[src/rtl/lms_memcorr.sv]
module lms_memcorr #(
  parameter int L       = 2,
  parameter int DW      = 2,
  parameter int RAW_W   = 8,
  parameter int OUT_W   = 10,
  parameter int WW      = 20,
  parameter int FRAC    = 8,
  parameter int MU_SH   = 4,
  parameter int REF_LAT = 3,
  localparam int NW     = 2 * L,
  localparam int SELW   = (NW > 1) ? $clog2(NW) : 1
) (
  input  logic                    clk,
  input  logic                    rst,
  input  logic                    freeze,
  input  logic [L*DW-1:0]         dec_in,
  input  logic [RAW_W-1:0]        raw_in,
  input  logic signed [OUT_W-1:0] ref_in,
  input  logic                    ref_valid,
  input  logic [SELW-1:0]         wsel,
  output logic signed [OUT_W-1:0] corr_out,
  output logic signed [WW-1:0]    wout
);

  localparam int SW = WW + DW + SELW + 2;
  localparam int XW = WW + OUT_W + DW + FRAC + 2;
  localparam int RW = NW * DW;
  localparam logic signed [SW-1:0] OMAX = SW'((64'sd1 <<< (OUT_W - 1)) - 64'sd1);
  localparam logic signed [SW-1:0] OMIN = SW'(-(64'sd1 <<< (OUT_W - 1)));
  localparam logic signed [XW-1:0] WMAX = XW'((64'sd1 <<< (WW - 1)) - 64'sd1);
  localparam logic signed [XW-1:0] WMIN = XW'(-(64'sd1 <<< (WW - 1)));

  function automatic logic signed [WW-1:0] nominal(input int j);
    if (j % 2 == 1) return '0;
    return WW'(64'sd1 <<< (FRAC + RAW_W + L - 2 - j / 2));
  endfunction

  logic signed [WW-1:0]    w     [NW];
  logic signed [WW-1:0]    wnext [NW];
  logic [L*DW-1:0]         dprev;
  logic [RW-1:0]           rg;
  logic signed [SW-1:0]    acc;
  logic signed [SW-1:0]    accq;
  logic signed [SW-1:0]    csum;
  logic signed [OUT_W-1:0] csat;
  logic signed [OUT_W-1:0] hc [REF_LAT];
  logic [RW-1:0]           hd [REF_LAT];
  logic signed [OUT_W:0]   err;
  logic [NW*WW-1:0]        wflat;

  always_comb begin
    for (int s = 0; s < L; s++) begin
      rg[2*s*DW +: DW]     = dec_in[s*DW +: DW];
      rg[(2*s+1)*DW +: DW] = dprev[s*DW +: DW];
    end
  end

  always_comb begin
    acc = '0;
    for (int j = 0; j < NW; j++)
      acc = acc + SW'(w[j]) * SW'($signed(rg[j*DW +: DW]));
  end

  assign accq = acc >>> FRAC;
  assign csum = accq + SW'($signed({1'b0, raw_in}));
  assign csat = (csum > OMAX) ? OUT_W'(OMAX) :
                (csum < OMIN) ? OUT_W'(OMIN) : OUT_W'(csum);

  assign err = (OUT_W+1)'(ref_in) - (OUT_W+1)'(hc[REF_LAT-1]);

  always_comb begin
    logic signed [XW-1:0] prod;
    logic signed [XW-1:0] stp;
    logic signed [XW-1:0] sumv;
    for (int j = 0; j < NW; j++) begin
      prod = XW'(err) * XW'($signed(hd[REF_LAT-1][j*DW +: DW]));
      stp  = (prod <<< FRAC) >>> MU_SH;
      sumv = XW'(w[j]) + stp;
      wnext[j] = (sumv > WMAX) ? WW'(WMAX) :
                 (sumv < WMIN) ? WW'(WMIN) : WW'(sumv);
    end
  end

  always_ff @(posedge clk) begin
    if (rst) begin
      for (int j = 0; j < NW; j++) w[j] <= nominal(j);
      dprev    <= '0;
      corr_out <= '0;
      for (int k = 0; k < REF_LAT; k++) begin
        hc[k] <= '0;
        hd[k] <= '0;
      end
    end else begin
      if (ref_valid && !freeze)
        for (int j = 0; j < NW; j++) w[j] <= wnext[j];
      dprev    <= dec_in;
      corr_out <= csat;
      hc[0]    <= csat;
      hd[0]    <= rg;
      for (int k = 1; k < REF_LAT; k++) begin
        hc[k] <= hc[k-1];
        hd[k] <= hd[k-1];
      end
    end
  end

  assign wout = (int'(wsel) < NW) ? w[wsel] : '0;

  for (genvar j = 0; j < NW; j++) begin : g_flat
    assign wflat[j*WW +: WW] = w[j];
  end

endmodule


[config.mk]
export PLATFORM = sky130hd
export DESIGN_NAME = lms_memcorr
export DESIGN_NICKNAME = d
export VERILOG_FILES = /design/src/rtl/lms_memcorr.sv
export SDC_FILE = /design/constraint.sdc
export NUM_CORES = 1
export LEC_CHECK = 0
export ABC_AREA = 1
export BUFFER_PORTS_ARGS = -buffer_cell sky130_fd_sc_hd__buf_4
export CORE_ASPECT_RATIO = 1.5
export CORE_UTILIZATION = 30
export CTS_BUF_LIST = sky130_fd_sc_hd__clkbuf_8
export DETAILED_ROUTE_END_ITERATION = 8
export HOLD_SLACK_MARGIN = 0.08
export PLACE_DENSITY = 0.53
export SKIP_LAST_GASP = 1
export SLEW_MARGIN = 0
export SYNTH_ARGS = -nofsm -noshare
export SYNTH_HDL_FRONTEND = slang
export SYNTH_SLANG_ARGS = --single-unit
[constraint.sdc]
create_clock -name clk -period 7.8 [get_ports clk]
set_clock_uncertainty 0.1 [all_clocks]
set_input_delay 0.78 -clock clk [delete_from_list [all_inputs] [get_ports clk]]
set_output_delay 0.78 -clock clk [all_outputs]
set_load 0.02 [all_outputs]
==> flow_metrics.tcl, run 1 <==
set metrics [dict create \
    outcome "complete, no violations" \
    final_period_minus_worst_setup_slack_ps 6750 \
    post_drt_via_cell_ratio 4.82 \
    finish.utilization_pct 33.1 \
    rsz0062_at_grt "no" \
    cts_root_buffer "clkbuf_8" \
    timing.reg2reg.worst_path_depth 32 \
    holdPathStages 2 \
    yosys.area.top_type "fa_1" \
    critical_path.endpoint_type "register" \
    antenna_found_initial 2 \
    via_count 14340 \
    fillers 5860 \
    timing_worst_slew_pin_value_ps 1160 \
    max_buffers_root_to_sink 2 \
    critical_path_peak_fanout 10 \
    fraction_of_synthesized_cell_area_taken_by_the_top_area_cell_type_pct 15.7 \
    fraction_of_layout_cells_with_a_size_suffix_above_1_pct 8.91 \
    area_growth_pct 9.19 \
    first_drt_pass_iteration_count 7 \
    worst_setup_hold_path_clk_slew_ps 90 \
    slew_headroom_pct 22.4 \
    holdBufCountCts 0 \
    die-area_um2 56300 \
    synth_seq_cells 114 \
    simple_gate_share_of_the_synthesized_area_pct 19.6 \
    clkLatencyLatePin_ps 480 \
    slowest_cell_delay_on_critical_path_ps 400 \
    power_report.internal_total_uw 2500 \
    grt_max_degree 66 \
    critPathLaunchType "primary input" \
    placementRows 105 \
    clkPwrFrac_pct 9.8 \
    crit_arrival_ps 6840 \
    postSynthAreaPerCell_um2 7.45 \
    detail_route.wl_per_cell_um 17.1 \
    maxCapViolations 0 \
    dpl.hpwl_mm 43.6 \
    syn_area_um2 16600 \
    power.share.switching_pct 57.7 \
    synth_fa_ha_area_share_pct 31.3 \
    hold-worst-slack_ps 306 \
    critPathKind "in -> reg" \
    path_common_cell "nand2_1" \
    cts_sinks 114 \
    synth_top_cells_by_area "fa_1 16%, ha_1 16%, edfxtp_1 12%" \
    r2r_slack_ps 1080 \
    power_frac_comb_pct 76.6 \
    report.final.setup_viol 0 \
    fmax_ghz 0.148 \
    cts_buffers 17 \
    io_buffers 57 \
    drtIter0Drc 583 \
    worst_ir_drop_vdd_uv 291 \
    layout.nets 2631 \
    slew_violations 0 \
    sequentialPowerShare_pct 13.6 \
    layout.area.seq_um2 2960 \
    detail-route-antenna-nets 0 \
    synth-compound-area-share_pct 12.0 \
    htreeDepth 4 \
    routed_wirelength_mm 50.9 \
    grt-ovfl-total 0 \
    synth_warnings 0 \
    grt_util_all_layers_pct 18.5 \
    cts_tree "built" \
    muxShareOfSynthArea_pct 0 \
    routabilityCongestion 0.924 \
    cell_type_of_the_slowest_stage_on_the_worst_timing_path "ha_1" \
    drc 0 \
    syn-instance-count 2225 \
    report.final.hold_viol_count 0 \
    multi_input_comb_area_um2 11500 \
    tot_pwr_uw 5910 \
    postCtsSetupBuffers 0 \
    die_width_um 194 \
    fin_tns_setup_ps 0 \
    synth.lib_cells_used.distinct 52 \
    yosysSeqAreaShare_pct 17.9 \
    initial_utilization_pct 30.3 \
    synth_top_family_by_area "adder cells" \
    timing.final.crit_share_pct 86.5 \
    reported_net_switching_power_uw 3410 \
    postCtsResizedCells 0 \
    power_density_nw_per_um2 327 \
    critPathRequiredTime_ps 7890 \
    grt_first_pass_wirelength_mm 80.2 \
    pin_count 58 \
    p_leak_uw 0.00964 \
    grt_pass1_vias 15097 \
    die_height_um 290 \
    fp.coreArea_um2 54700 \
    min-delay-path-class "reg -> reg" \
    synthXorXnorAreaFrac_pct 6.18 \
]
[cell families after synthesis]
group	Yosys count
adder cells (fa/ha/maj)	337
buffers and inverters	552
AO/OA/AOI/OAI	355
AND/OR/NAND/NOR	749
other	1
XOR/XNOR	117
flip-flops	114
[critical path: cells and delay by family]
kind	cells	cell delay [ps]
AO/OA/AOI/OAI	14	2380
AND/OR/NAND/NOR	11	1450
adder cells (fa/ha/maj)	4	1340
XOR/XNOR	2	560
buffers and inverters	2	320
[cells in the mapped netlist (all sizes together)]
library cell	n
nor2	279
nand2	368
a211oi	1
conb	1
a21oi	151
dfxtp	46
ha	207
edfxtp	68
clkbuf	29
o31ai	10
a21o	12
buf	23
o211a	1
xor2	61
clkinv	8
o21ai	138
o211ai	2
xnor2	56
nor3	15
a21boi	1
nand4	14
nor3b	1
o22ai	16
nand3	57
nor4	4
o21bai	16
a31oi	6
fa	130
and2	1
or2	10
inv	492
o21a	1
[per-layer routing]
metal / global-route usage [%] / share of wire, % / vias to the layer above
met5: 0 / 0 / -
met4: 11.9 / 6.7 / 0
met3: 1.87 / 2.7 / 111
met2: 36.4 / 55 / 274
met1: 18.0 / 35 / 6921
li1: - / - / 7034
[flip-flops by register name, indices dropped and copies added, names as in the netlist]
name,cells
hd,13
w,68
dprev,3
hc,21
corr_out,9
[path summary, 6_finish.rpt]
check,startpoint,end
worst max register to register,hd[0][5]$_SDFF_PP0_,corr_out[3]$_SDFF_PP0_
worst min register to register,hd[0][9]$_SDFF_PP0_,hd[0][17]$_SDFF_PP0_
worst max-delay path,ref_in[2],w[0][14]$_SDFFCE_PN0P_
worst min-delay path,hd[0][9]$_SDFF_PP0_,hd[0][17]$_SDFF_PP0_
[stage by stage]
stage	worst slack, ps	area [um2]	std cells
finish	1050	18100	2975
global route	510	18100	2975
CTS	1030	18100	2974
detailed placement	586	17700	2942
global placement	576	17700	2942
floorplan	1360	16600	2227
[power by group through the flow]
stage	clock network, uW	logic (uW)	registers [uW]
2_1_floorplan	0	3340	772
3_3_place_gp	0	4570	818
3_5_place_dp	0	4580	817
4_1_cts	588	4610	804
5_1_grt	611	5090	812
6_report	577	4530	805
[cells in the final DEF (no fill, tap or decap), types with 9 or more instances in the layout]
cell | netlist | routed
nand2_2 | 26 | 26
nor2_2 | 11 | 11
clkbuf_8 | 1 | 18
nor3_1 | 14 | 14
nand4_1 | 13 | 13
dfxtp_1 | 46 | 46
nand2_1 | 334 | 334
nand3_1 | 50 | 50
o21bai_1 | 16 | 16
buf_4 | 14 | 72
or2_2 | 9 | 9
a21oi_1 | 139 | 139
o22ai_1 | 16 | 16
inv_1 | 484 | 483
a21o_1 | 12 | 12
o21ai_0 | 128 | 128
edfxtp_1 | 68 | 68
xnor2_1 | 56 | 56
fa_1 | 130 | 130
ha_1 | 207 | 207
xor2_1 | 61 | 61
a21oi_2 | 12 | 12
inv_2 | 8 | 9
nor2_1 | 260 | 260
o31ai_1 | 10 | 10
[area by class of cell]
type	count	share of cell area (%)
Multi-Input combinational cell	1561	63.3
Sequential cell	114	16.4
Inverter	500	10.4
Tap cell	695	4.80
Timing Repair Buffer	72	2.98
Clock buffer	18	1.37
Clock inverter	14	0.760
Antenna cell	1	0.0138
(Power assumes the default switching activity.)
==> run 2, diff against run 1 <==
--- a/config.mk
+++ b/config.mk
@@ -7,7 +7,9 @@
 export LEC_CHECK = 0
 export ABC_AREA = 1
 export BUFFER_PORTS_ARGS = -buffer_cell sky130_fd_sc_hd__buf_4
+export CAP_MARGIN = 20
 export CORE_ASPECT_RATIO = 1.5
+export CORE_MARGIN = 2
 export CORE_UTILIZATION = 30
 export CTS_BUF_LIST = sky130_fd_sc_hd__clkbuf_8
 export DETAILED_ROUTE_END_ITERATION = 8
==> flow_metrics.tcl, run 2 (same netlist as run 1, synthesis figures left out) <==
set metrics [dict create \
    outcome "complete, no violations" \
    largestRegisters "w: 68 flops, hc: 21 flops, hd: 13 flops" \
    cts_buffers 17 \
    cts_tree "built" \
    die_height_um 292 \
    slowest_cell_delay_on_critical_path_ps 550 \
    detail-route-antenna-nets 0 \
    drc 0 \
    p_leak_uw 0.00963 \
    post_drt_via_cell_ratio 4.82 \
    cell_type_of_the_slowest_stage_on_the_worst_timing_path "fa_1" \
    drtIter0Drc 683 \
    report.final.hold_viol_count 0 \
    max_buffers_root_to_sink 2 \
    worst_ir_drop_vdd_uv 240 \
    sequentialPowerShare_pct 13.7 \
    slew_violations 0 \
    via_count 14336 \
    worst_r2r_startpoint "dprev[0]$_SDFF_PP0_" \
    grt_pass1_vias 14979 \
    crit_arrival_ps 7040 \
    finalNonFillerCells 2974 \
    holdPathStages 2 \
    finish.utilization_pct 33.1 \
    largest_reg_flops 68 \
    critPathKind "in -> reg" \
    postCtsSetupBuffers 0 \
    power_density_nw_per_um2 326 \
    top_library_cells_by_usage_in_the_layout_fill_and_taps_aside "483 x inv_1, 334 x nand2_1, 260 x nor2_1" \
    worst_setup_hold_path_clk_slew_ps 80 \
    maxCapViolations 0 \
    clkPwrFrac_pct 9.4 \
    min_to "hd[0][16]$_SDFF_PP0_" \
    mostFrequentLayoutCell "inv_1" \
    slew_headroom_pct 27.1 \
    fraction_of_layout_cells_with_a_size_suffix_above_1_pct 8.87 \
    detail_route.wl_per_cell_um 17.3 \
    holdBufCountCts 0 \
    report.final.setup_viol 0 \
    min-delay-path-class "reg -> reg" \
    die_width_um 196 \
    cts_sinks 114 \
    layout.area.seq_um2 2960 \
    fmax_ghz 0.148 \
    antenna_found_initial 1 \
    worstHoldStart "hd[0][8]$_SDFF_PP0_" \
    fillers 5844 \
    power.share.switching_pct 58.3 \
    fin_tns_setup_ps 0 \
    routabilityCongestion 0.950 \
    initial_utilization_pct 30.3 \
    registers.top_by_ff_count "w" \
    postCtsResizedCells 0 \
    timing_worst_slew_pin_value_ps 1090 \
    reported_net_switching_power_uw 3430 \
    critical_path.endpoint_type "register" \
    grt_max_degree 66 \
    power_report.internal_total_uw 2460 \
    timing.reg2reg.worst_path_depth 32 \
    multi_input_comb_area_um2 11500 \
    grt_util_all_layers_pct 18.5 \
    timing.rr.end "corr_out[4]$_SDFF_PP0_" \
    r2r_slack_ps 1040 \
    final_period_minus_worst_setup_slack_ps 6780 \
    layout.nets 2630 \
    fp.coreArea_um2 54700 \
    power_frac_comb_pct 76.9 \
    pin_count 58 \
    grt_first_pass_wirelength_mm 80.9 \
    timing.final.crit_share_pct 86.9 \
    grt-ovfl-total 0 \
    path_common_cell "inv_1" \
    die-area_um2 57200 \
    tot_pwr_uw 5890 \
    io_buffers 57 \
    area_growth_pct 9.00 \
    dp_cells 2941 \
    htreeDepth 4 \
    critical_path_peak_fanout 13 \
    critPathLaunchType "primary input" \
    rsz0062_at_grt "no" \
    routed_wirelength_mm 51.5 \
    placementRows 105 \
    critPathRequiredTime_ps 8060 \
    first_drt_pass_iteration_count 5 \
    cts_root_buffer "clkbuf_8" \
    clkLatencyLatePin_ps 490 \
    dpl.hpwl_mm 44.2 \
]
## run 2: per-stage QoR
| stage | instance area [um2] | hold WS [ps] | setup WS (ps) |
|---|---|---|---|
| 6_report | 18100 | 298 | 1020 |
| 5_1_grt | 18100 | 330 | 497 |
| 4_1_cts | 18100 | 301 | 1020 |
| 3_5_place_dp | 17700 | 292 | 538 |
| 3_3_place_gp | 17700 | 293 | 604 |
| 2_1_floorplan | 16600 | 288 | 1360 |
## run 2: layout make-up
cell class,instances,share of cell area (%)
well taps,695,4.81
clock inverters,14,0.630
flip-flops and latches,114,16.4
diodes,1,0.0138
clock buffers,18,1.37
inverters,500,10.4
repair buffers,71,2.95
multi-input cells,1561,63.5
## run 2: per-layer routing
metal	wire [um]	part of all wire, %	vias up	global-route usage (%)
li1	-	-	7035	-
met1	18000	35	6885	18.3
met2	28700	56	309	36.7
met3	1520	2.9	107	1.54
met4	3210	6.2	0	11.0
met5	0	0	-	0
## run 2: how the worst max path moves through the flow
stage / startpoint / cells past startpoint / endpoint / slack, ps
floorplan: dec_in[3] / 33 / corr_out[0]$_SDFF_PP0_ / 1360
global placement: dec_in[3] / 33 / corr_out[2]$_SDFF_PP0_ / 600
detailed placement: dec_in[3] / 33 / corr_out[6]$_SDFF_PP0_ / 540
CTS: hd[0][5]$_SDFF_PP0_ / 32 / corr_out[4]$_SDFF_PP0_ / 1020
global route: ref_in[2] / 34 / w[3][15]$_SDFFCE_PN0P_ / 500
finish: dec_in[3] / 33 / corr_out[4]$_SDFF_PP0_ / 1020
## run 2: power groups by stage
stage          combinational, uW  sequential (uW)  clock (uW)
6_report                    4530              806         556
4_1_cts                     4590              805         567
3_3_place_gp                4560              819           0
3_5_place_dp                4570              818           0
2_1_floorplan               3340              772           0
5_1_grt                     5080              813         589
## run 2: worst max-delay path: cells and delay by family
kind                     cells  cell delay, ps
adder cells (fa/ha/maj)      6            2760
AND/OR/NAND/NOR             12            1620
buffers and inverters        9             930
AO/OA/AOI/OAI                5             690
XOR/XNOR                     1             230
